--- config.mk ---
export PLATFORM = sky130hd
export DESIGN_NAME = psc_event_counter
export DESIGN_NICKNAME = d
export VERILOG_FILES = /design/src/rtl/psc_pkg.sv /design/src/rtl/psc_tick_gen.sv /design/src/rtl/psc_down_stage.sv /design/src/rtl/psc_event_acc.sv /design/src/rtl/psc_event_counter.sv
export SDC_FILE = /design/constraint.sdc
export NUM_CORES = 1
export LEC_CHECK = 0
export BUFFER_PORTS_ARGS = -buffer_cell sky130_fd_sc_hd__buf_2
export CORE_ASPECT_RATIO = 1.5
export CORE_MARGIN = 3
export CORE_UTILIZATION = 40
export DETAILED_ROUTE_END_ITERATION = 7
export PLACE_DENSITY = 0.72
export REMOVE_ABC_BUFFERS = 1
export SLEW_MARGIN = 20
export SYNTH_ARGS = -nofsm -noshare
export SYNTH_HDL_FRONTEND = slang
export SYNTH_SLANG_ARGS = --single-unit
export TNS_END_PERCENT = 10
--- constraint.sdc ---
create_clock -name clk -period 6.9 [get_ports clk]
set_input_delay 0.69 -clock clk [delete_from_list [all_inputs] [get_ports clk]]
set_output_delay 0.69 -clock clk [all_outputs]
set_load 0.02 [all_outputs]
--- src/rtl/psc_pkg.sv ---
package psc_pkg;
  localparam int CNT_W = 32;
  typedef logic [CNT_W-1:0] cnt_t;

  // Next down-count for one step: decrement, or reload once zero
  function automatic cnt_t down_step(input cnt_t cur, input cnt_t reload);
    return (cur == '0) ? reload : cur - cnt_t'(1);
  endfunction

  // Event count after one reload event (modulo 2^CNT_W)
  function automatic cnt_t evt_step(input cnt_t cur);
    return cur + cnt_t'(1);
  endfunction
endpackage

--- src/rtl/psc_tick_gen.sv ---
module psc_tick_gen #(
  parameter int CLK_HZ      = 200_000_000,
  parameter int PRESCALE_HZ = 20_000_000
) (
  input  logic clk,
  input  logic rst_n,
  output logic tick
);
  localparam int RATIO = (CLK_HZ / PRESCALE_HZ < 1) ? 1 : CLK_HZ / PRESCALE_HZ;

  generate
    if (RATIO == 1) begin : g_const
      assign tick = 1'b1;
    end else begin : g_div
      localparam int DIV_W = $clog2(RATIO);
      localparam logic [DIV_W-1:0] LAST = DIV_W'(RATIO - 1);
      logic [DIV_W-1:0] div_cnt;
      logic             wrap_now;

      assign wrap_now = (div_cnt == LAST);
      assign tick     = wrap_now;

      always_ff @(posedge clk) begin
        if (!rst_n)        div_cnt <= '0;
        else if (wrap_now) div_cnt <= '0;
        else               div_cnt <= div_cnt + DIV_W'(1);
      end

      AST_TICK_ONE_CYCLE: assert property (@(posedge clk) disable iff (!rst_n)
        tick |=> !tick);
      AST_DIV_IN_RANGE: assert property (@(posedge clk) disable iff (!rst_n)
        div_cnt <= LAST);
    end
  endgenerate
endmodule

--- src/rtl/psc_down_stage.sv ---
module psc_down_stage
  import psc_pkg::*;
(
  input  logic clk,
  input  logic rst_n,
  input  logic tick,
  input  logic load_we,
  input  cnt_t load_val,
  input  cnt_t reload,
  output cnt_t count,
  output logic reload_evt
);
  logic at_zero;

  assign at_zero    = (count == '0);
  assign reload_evt = tick && at_zero;

  always_ff @(posedge clk) begin
    if (!rst_n)       count <= '0;
    else if (load_we) count <= load_val;
    else if (tick)    count <= down_step(count, reload);
  end

  AST_DECREMENT: assert property (@(posedge clk) disable iff (!rst_n)
    (tick && !load_we && !at_zero) |=> (count == $past(count) - cnt_t'(1)));
  AST_RELOAD_AT_ZERO: assert property (@(posedge clk) disable iff (!rst_n)
    (reload_evt && !load_we) |=> (count == $past(reload)));
  AST_DOWN_HOLD: assert property (@(posedge clk) disable iff (!rst_n)
    (!tick && !load_we) |=> $stable(count));
  AST_DOWN_LOAD_WINS: assert property (@(posedge clk) disable iff (!rst_n)
    load_we |=> (count == $past(load_val)));
endmodule

--- src/rtl/psc_event_acc.sv ---
module psc_event_acc
  import psc_pkg::*;
(
  input  logic clk,
  input  logic rst_n,
  input  logic inc,
  input  logic load_we,
  input  cnt_t load_val,
  output cnt_t count
);
  always_ff @(posedge clk) begin
    if (!rst_n)       count <= '0;
    else if (load_we) count <= load_val;
    else if (inc)     count <= evt_step(count);
  end

  AST_EVT_INCREMENT: assert property (@(posedge clk) disable iff (!rst_n)
    (inc && !load_we) |=> (count == $past(count) + cnt_t'(1)));
  AST_EVT_HOLD: assert property (@(posedge clk) disable iff (!rst_n)
    (!inc && !load_we) |=> $stable(count));
  AST_EVT_LOAD_WINS: assert property (@(posedge clk) disable iff (!rst_n)
    load_we |=> (count == $past(load_val)));
endmodule

--- src/rtl/psc_event_counter.sv ---
module psc_event_counter
  import psc_pkg::*;
#(
  parameter int CLK_HZ      = 200_000_000,
  parameter int PRESCALE_HZ = 20_000_000
) (
  input  logic             clk,
  input  logic             rst_n,
  input  logic             reload_we,
  input  logic [CNT_W-1:0] reload_wdata,
  input  logic             down_we,
  input  logic [CNT_W-1:0] down_wdata,
  input  logic             evt_we,
  input  logic [CNT_W-1:0] evt_wdata,
  output logic             tick,
  output logic [CNT_W-1:0] reload_q,
  output logic [CNT_W-1:0] down_q,
  output logic [CNT_W-1:0] evt_q
);
  cnt_t reload_r;
  logic reload_evt;

  psc_tick_gen #(.CLK_HZ(CLK_HZ), .PRESCALE_HZ(PRESCALE_HZ)) u_tick (
    .clk  (clk),
    .rst_n(rst_n),
    .tick (tick)
  );

  always_ff @(posedge clk) begin
    if (!rst_n)         reload_r <= '0;
    else if (reload_we) reload_r <= reload_wdata;
  end

  psc_down_stage u_down (
    .clk       (clk),
    .rst_n     (rst_n),
    .tick      (tick),
    .load_we   (down_we),
    .load_val  (down_wdata),
    .reload    (reload_r),
    .count     (down_q),
    .reload_evt(reload_evt)
  );

  psc_event_acc u_evt (
    .clk     (clk),
    .rst_n   (rst_n),
    .inc     (reload_evt),
    .load_we (evt_we),
    .load_val(evt_wdata),
    .count   (evt_q)
  );

  assign reload_q = reload_r;

  AST_RELOAD_HOLD: assert property (@(posedge clk) disable iff (!rst_n)
    !reload_we |=> $stable(reload_q));
  AST_STICK_ZERO: assert property (@(posedge clk) disable iff (!rst_n)
    (tick && down_q == '0 && reload_q == '0 && !down_we) |=> (down_q == '0));
endmodule

==> results of run 1 <==
[where the power goes]
group	leakage [nW]	total, mW	internal [mW]	switching [mW]
registers	0.828	0.663	0.615	0.0480
clock network	0.160	0.566	0.339	0.227
logic	1.99	0.282	0.110	0.172
total	2.98	1.51	1.06	0.447
[through the flow]
step | cell area [µm²] | hold slack (ps) | util [%] | cells | worst slack (ps)
floorplan | 5490 | 433 | - | 645 | 3280
global placement | 6770 | 452 | 49.3 | 1038 | 4020
detailed placement | 6770 | 469 | 49.3 | 1038 | 3970
CTS | 7100 | 487 | 51.7 | 1054 | 3950
global route | 7100 | 512 | 51.7 | 1054 | 3620
finish | 7100 | 479 | 51.7 | 1054 | 3900
[layout by cell type (no fill, tap or decap), types with 6 or more instances in the layout]
cell type | synthesis | routed
a311oi_1 | 15 | 15
a21oi_1 | 12 | 12
nor2_1 | 38 | 38
a31oi_1 | 6 | 6
buf_2 | 9 | 197
nor3b_1 | 7 | 7
nor4b_1 | 13 | 13
nor4_1 | 20 | 20
nor2b_1 | 38 | 38
mux2i_1 | 33 | 33
nand4_1 | 12 | 12
inv_1 | 10 | 10
nand3_1 | 23 | 23
dfxtp_1 | 100 | 100
and4_1 | 16 | 16
o211ai_1 | 11 | 11
xnor2_1 | 13 | 13
buf_4 | 0 | 7
or3_1 | 12 | 12
nand2_1 | 58 | 58
nor3_1 | 48 | 47
o31ai_1 | 10 | 10
a211oi_1 | 21 | 21
and3_1 | 9 | 9
o21ai_0 | 58 | 58
clkbuf_16 | 0 | 9
[final cells by class]
| type | instances | area [µm²] |
|---|---|---|
| Clock buffer | 13 | 260 |
| Multi-Input combinational cell | 534 | 3460 |
| Tap cell | 189 | 236 |
| Sequential cell | 100 | 2000 |
| Clock inverter | 3 | 68.8 |
| Fill cell | 1359 | 6630 |
| Inverter | 11 | 41.3 |
| Timing Repair Buffer | 204 | 1040 |
[cells by family after synthesis]
family	Yosys count	share of synthesized area (%)
mux	34	5.99
xor+xnor	14	2.15
compound gates	154	17.8
buf+inv	62	4.43
flops	100	35.1
fa+ha+maj	5	1.10
simple gates	327	33.4
[worst max-delay path: cells and delay by family, from the launching register on]
family | cells | cell delay, ps
compound gates | 1 | 240
simple gates | 4 | 1630
buf+inv | 2 | 450
flops | 1 | 360
fa+ha+maj | 1 | 200
[layer usage]
metal	wire, µm	share of wire, %	track usage [%]	up-vias
li1	-	-	-	2955
met2	9130	49	39.7	270
met3	1420	7.7	4.45	36
met4	424	2.3	6.78	0
met5	0	0	0	-
met1	7550	41	28.3	2858
[state kept, by name, indices dropped and copies added (netlist names)]
| signal | cells |
|---|---|
| reload_q | 32 |
| u_down.count | 32 |
| u_evt.count | 32 |
| u_tick.g_div.div_cnt | 4 |
[worst max-delay path by stage]
stage | startpoint | to | cells past startpoint | slack (ps)
5_1_grt | u_down.count[0] | u_down.count[15] | 8 | 3620
3_3_place_gp | u_down.count[0] | u_down.count[3] | 8 | 4020
6_report | u_down.count[0] | u_down.count[3] | 8 | 3900
2_1_floorplan | u_tick.g_div.div_cnt[0] | u_down.count[3] | 7 | 3280
4_1_cts | u_down.count[0] | u_down.count[3] | 8 | 3950
3_5_place_dp | u_down.count[0] | u_down.count[3] | 8 | 3970
==> results.sh, run 1 <==
export IMPL_rsz0062_at_grt="no"
export IMPL_ys_flop_type="dfxtp_1"
export IMPL_cts_setup_buffers=0
export IMPL_yosys_area_top_type_share_pct=35.1
export IMPL_fin_skew_ps=5.54
export IMPL_fin_nets=966
export IMPL_synthCells=696
export IMPL_synth_warning_count=0
export IMPL_synth_seq_area_share_pct=35.1
export IMPL_slew_violations=0
export IMPL_relSlewSlack_pct=30.8
export IMPL_htree_num_levels=3
export IMPL_drtIter0Drc=336
export IMPL_p_leak_nw=2.98
export IMPL_crit_chain="inv_1, ha_1, nor4b_1, nand4_2, nor3_2, buf_4, nand2b_1, a32o_1"
export IMPL_finalPower_mw=1.51
export IMPL_r2r_slack_ps=3900
export IMPL_setup_tns_ps=0
export IMPL_drcViolationCount=0
export IMPL_r2r_end="u_down.count[3]"
export IMPL_synth_area_leader_cell="dfxtp_1"
export IMPL_synth_cell_types=60
export IMPL_cts_resized_gates=0
export IMPL_io_buffer_count=197
export IMPL_track_usage_pct=22.7
export IMPL_cpPeakStageDelay_ps=720
export IMPL_dieHeight_um=152
export IMPL_worstHoldEndpoint="u_tick.g_div.div_cnt[0]"
export IMPL_cts_tree="yes"
export IMPL_required_ps=7140
export IMPL_numClockSinks=100
export IMPL_hold_path_class="flip-flop to flip-flop"
export IMPL_setup_violations=0
export IMPL_core_area_um2=13700
export IMPL_critPathSlowestCell="nor3_2"
export IMPL_worstSetupPathType="flip-flop to flip-flop"
export IMPL_vias=6119
export IMPL_async_reset_ff_share_pct=0
export IMPL_critPathMaxFanout=16
export IMPL_grt_remaining_overflow=0
export IMPL_insertion_delay_ps=340
export IMPL_r2r_start="u_down.count[0]"
export IMPL_status="finished, final reports clean"
export IMPL_arrival_ps=3240
export IMPL_powerDensity_nw_per_um2=213
export IMPL_worstSetupEndpointType="flip-flop"
export IMPL_fmaxAchievable_mhz=333
export IMPL_grt_max_degree=75
export IMPL_hpwl_um=13600
export IMPL_vias_per_cell=5.81
export IMPL_gp_congestion=0.893
export IMPL_grt_first_pass_wirelength_um=29900
export IMPL_initial_core_util_pct=41.6
export IMPL_vdd_drop_max_mv=0.136
export IMPL_boundaryPins=198
export IMPL_drtAntennaViolNets=0
export IMPL_synth_edf_count=0
export IMPL_grt_pass1_vias=5808
export IMPL_wl_um=18500
export IMPL_die_w_um=104
export IMPL_final_hold_viol_count=0
export IMPL_rr_worst_depth=8
export IMPL_ys_top_cells_by_area="dfxtp_1 (35%), mux2i_1 (5.8%), o21ai_0 (5.1%), nor3_1 (4.2%), nor2b_1 (4.2%)"
export IMPL_holdBufCountCts=0
export IMPL_synth_most_common_cell="dfxtp_1"
export IMPL_layout_drive_gt1_share_pct=27.1
export IMPL_antenna_found_initial=0
export IMPL_cts_root_buffer="clkbuf_16"
export IMPL_holdPathStages=1
export IMPL_hp_start="u_tick.g_div.div_cnt[0]"
export IMPL_die_area_um2=15800
export IMPL_tightest_slew_ps=1030
export IMPL_routedWlPerCell_um=17.6
export IMPL_synth_seq_cells=100
export IMPL_crit_path_start_kind="flip-flop"
export IMPL_clk_pin_slew_ps=70
export IMPL_antenna_cells=0
export IMPL_ys_top_cells_by_count="dfxtp_1 (100), nand2_1 (58), o21ai_0 (58), nor3_1 (48)"
export IMPL_synth_avg_cell_area_um2=8.20
export IMPL_syn_to_final_growth_pct=24.5
export IMPL_syn_cell_area_um2=5710
export IMPL_finalCritPeriodShare_pct=43.5
export IMPL_post_route_min_period_ps=3000
export IMPL_rows=52
export IMPL_cts_path_max_buffers=2
export IMPL_firstDrtPassIters=6
export IMPL_cap_viol_max_count=0
export IMPL_numCtsBuffers=9
(Power assumes the default switching activity.)
==> run 2, diff against run 1 <==
- PLACE_DENSITY: 0.72 -> 0.75
- clock period: 6.9 -> 2.61 ns (I/O delays scaled with it)
==> run 2 against run 1 <==
Compared with the run above:
- global-route usage is 0.31 points higher
- register-to-register slack worse by 3700 ps
- cell area is 3.5% higher
- core utilization is 1.8 points higher
- clock power is 130% higher
- die area stayed put
- critical path depth is 2 lower
- first-iteration DRC count is 10% lower
- sequential share of layout area is 0.96 points lower
- combinational power grew to 2.9 times the previous value
==> results.sh, run 2 (synthesis results as in run 1) <==
export IMPL_grt_pass1_vias=5970
export IMPL_drtIter0Drc=302
export IMPL_hold_path_class="primary input to flip-flop"
export IMPL_gp_congestion=0.922
export IMPL_fin_ws_ps=242
export IMPL_clk_pin_slew_ps=70
export IMPL_status="finished, final reports clean"
export IMPL_dieHeight_um=152
export IMPL_setup_tns_ps=0
export IMPL_post_route_min_period_ps=2370
export IMPL_cts_setup_buffers=0
export IMPL_layout_drive_gt1_share_pct=30.3
export IMPL_antenna_cells=0
export IMPL_wl_um=18600
export IMPL_slew_violations=0
export IMPL_stdcell_count=1093
export IMPL_fin_skew_ps=7.13
export IMPL_antenna_found_initial=1
export IMPL_critPathMaxFanout=11
export IMPL_vias=6145
export IMPL_required_ps=2840
export IMPL_cts_resized_gates=0
export IMPL_powerDensity_nw_per_um2=521
export IMPL_finalCritPeriodShare_pct=90.7
export IMPL_cts_tree="yes"
export IMPL_p_seq_share_pct=45.3
export IMPL_die_w_um=104
export IMPL_routedWlPerCell_um=17.0
export IMPL_io_buffer_count=197
export IMPL_fin_nets=1005
export IMPL_numPlacedInstances=1077
export IMPL_switching_share_pct=30.7
export IMPL_grt_first_pass_wirelength_um=30300
export IMPL_worstSetupPathType="flip-flop to flip-flop"
export IMPL_core_area_um2=13700
export IMPL_cap_viol_max_count=0
export IMPL_hp_start="down_wdata[7]"
export IMPL_grt_remaining_overflow=0
export IMPL_track_usage_pct=23.0
export IMPL_rows=52
export IMPL_crit_path_start_kind="flip-flop"
export IMPL_hpwl_um=14500
export IMPL_critPathSlowestCell="nor4_2"
export IMPL_drcViolationCount=0
export IMPL_post_route_util_pct=53.6
export IMPL_arrival_ps=2600
export IMPL_firstDrtPassIters=5
export IMPL_p_leak_nw=3.15
export IMPL_cpPeakStageDelay_ps=580
export IMPL_relSlewSlack_pct=59.2
export IMPL_intPower_mw=2.66
export IMPL_numCtsBuffers=9
export IMPL_setup_violations=0
export IMPL_path_buf_inv=1
export IMPL_critPathTopFamily="simple AND/OR/NAND/NOR gates"
export IMPL_finalPower_mw=3.83
export IMPL_worstSetupEndpointType="flip-flop"
export IMPL_dp_slack_ps=169
export IMPL_pwr_share_clk_pct=33.6
export IMPL_boundaryPins=198
export IMPL_crit_start="u_down.count[19]"
export IMPL_fillers=1368
export IMPL_cts_path_max_buffers=2
export IMPL_layout_common_cells="buf_2 (197), dfxtp_1 (100), nand2_1 (58), o21ai_0 (58), nor3_1 (47)"
export IMPL_rsz0062_at_grt="no"
export IMPL_syn_to_final_growth_pct=28.9
export IMPL_final_hold_viol_count=0
export IMPL_r2r_start="u_down.count[19]"
export IMPL_insertion_delay_ps=340
export IMPL_fmaxAchievable_mhz=422
export IMPL_cts_root_buffer="clkbuf_16"
export IMPL_vdd_drop_max_mv=0.362
export IMPL_tightest_slew_ps=606
export IMPL_combPwrFrac_pct=21.1
export IMPL_htree_num_levels=3
export IMPL_grt_max_degree=49
export IMPL_crit_chain="nor4_2, nand3_1, buf_4, or3_1, nor4b_1, nor3_1"
export IMPL_numClockSinks=100
export IMPL_power_switching_mw=1.18
export IMPL_initial_core_util_pct=41.6
export IMPL_die_area_um2=15800
export IMPL_holdBufCountCts=0
export IMPL_drtAntennaViolNets=0
export IMPL_vias_per_cell=5.62
export IMPL_final_common_cell="buf_2"
[run 2: cell count changes in the layout (fill, tap and decap cells not counted)]
cell        delta
buf_4         +39
clkinv_2       +1
bufinv_16      -2
nor4b_1        -1
clkinvlp_4     +1
nor4b_2        +1
[run 2: worst paths after layout]
kind                                  end  cells after the start  slack (ps)
setup reg to reg           u_evt.count[3]                      6         240
hold reg to reg   u_tick.g_div.div_cnt[0]                      1         480
setup / recovery           u_evt.count[3]                      6         240
hold / removal            u_down.count[7]                      3         110
[run 2: worst min-delay path, cell delays in order]
cell     delay (ps)
buf_2            70
nand2_1          40
o31ai_1          50
[run 2: per-layer routing]
metal | wire [µm] | track usage, %
met4 | 589 | 9.19
met1 | 7390 | 26.6
met5 | 13 | 0
met2 | 9580 | 41.8
met3 | 1060 | 4.24
[run 2: stage by stage]
step / instance area, µm² / hold slack (ps)
final: 7350 / 115
after global routing: 7350 / 116
after CTS: 7350 / 107
after detailed placement: 7070 / 465
after global placement: 7070 / 452
after floorplan: 5490 / 369
[run 2: power groups by stage]
stage	sequential, mW	combinational [mW]	clock (mW)
CTS	1.73	0.807	1.32
global placement	1.77	0.798	0
finish	1.74	0.808	1.29
floorplan	1.87	0.321	0
global route	1.75	0.887	1.38
detailed placement	1.77	0.805	0
[run 2: final cells by class]
cell class | count | area [µm²] | share of cell area, %
repair buffers | 243 | 1330 | 18.1
multi-input cells | 534 | 3460 | 47.1
inverters | 11 | 41.3 | 0.561
well taps | 189 | 236 | 3.22
clock buffers | 13 | 260 | 3.54
flip-flops and latches | 100 | 2000 | 27.2
clock inverters | 3 | 21.3 | 0.289
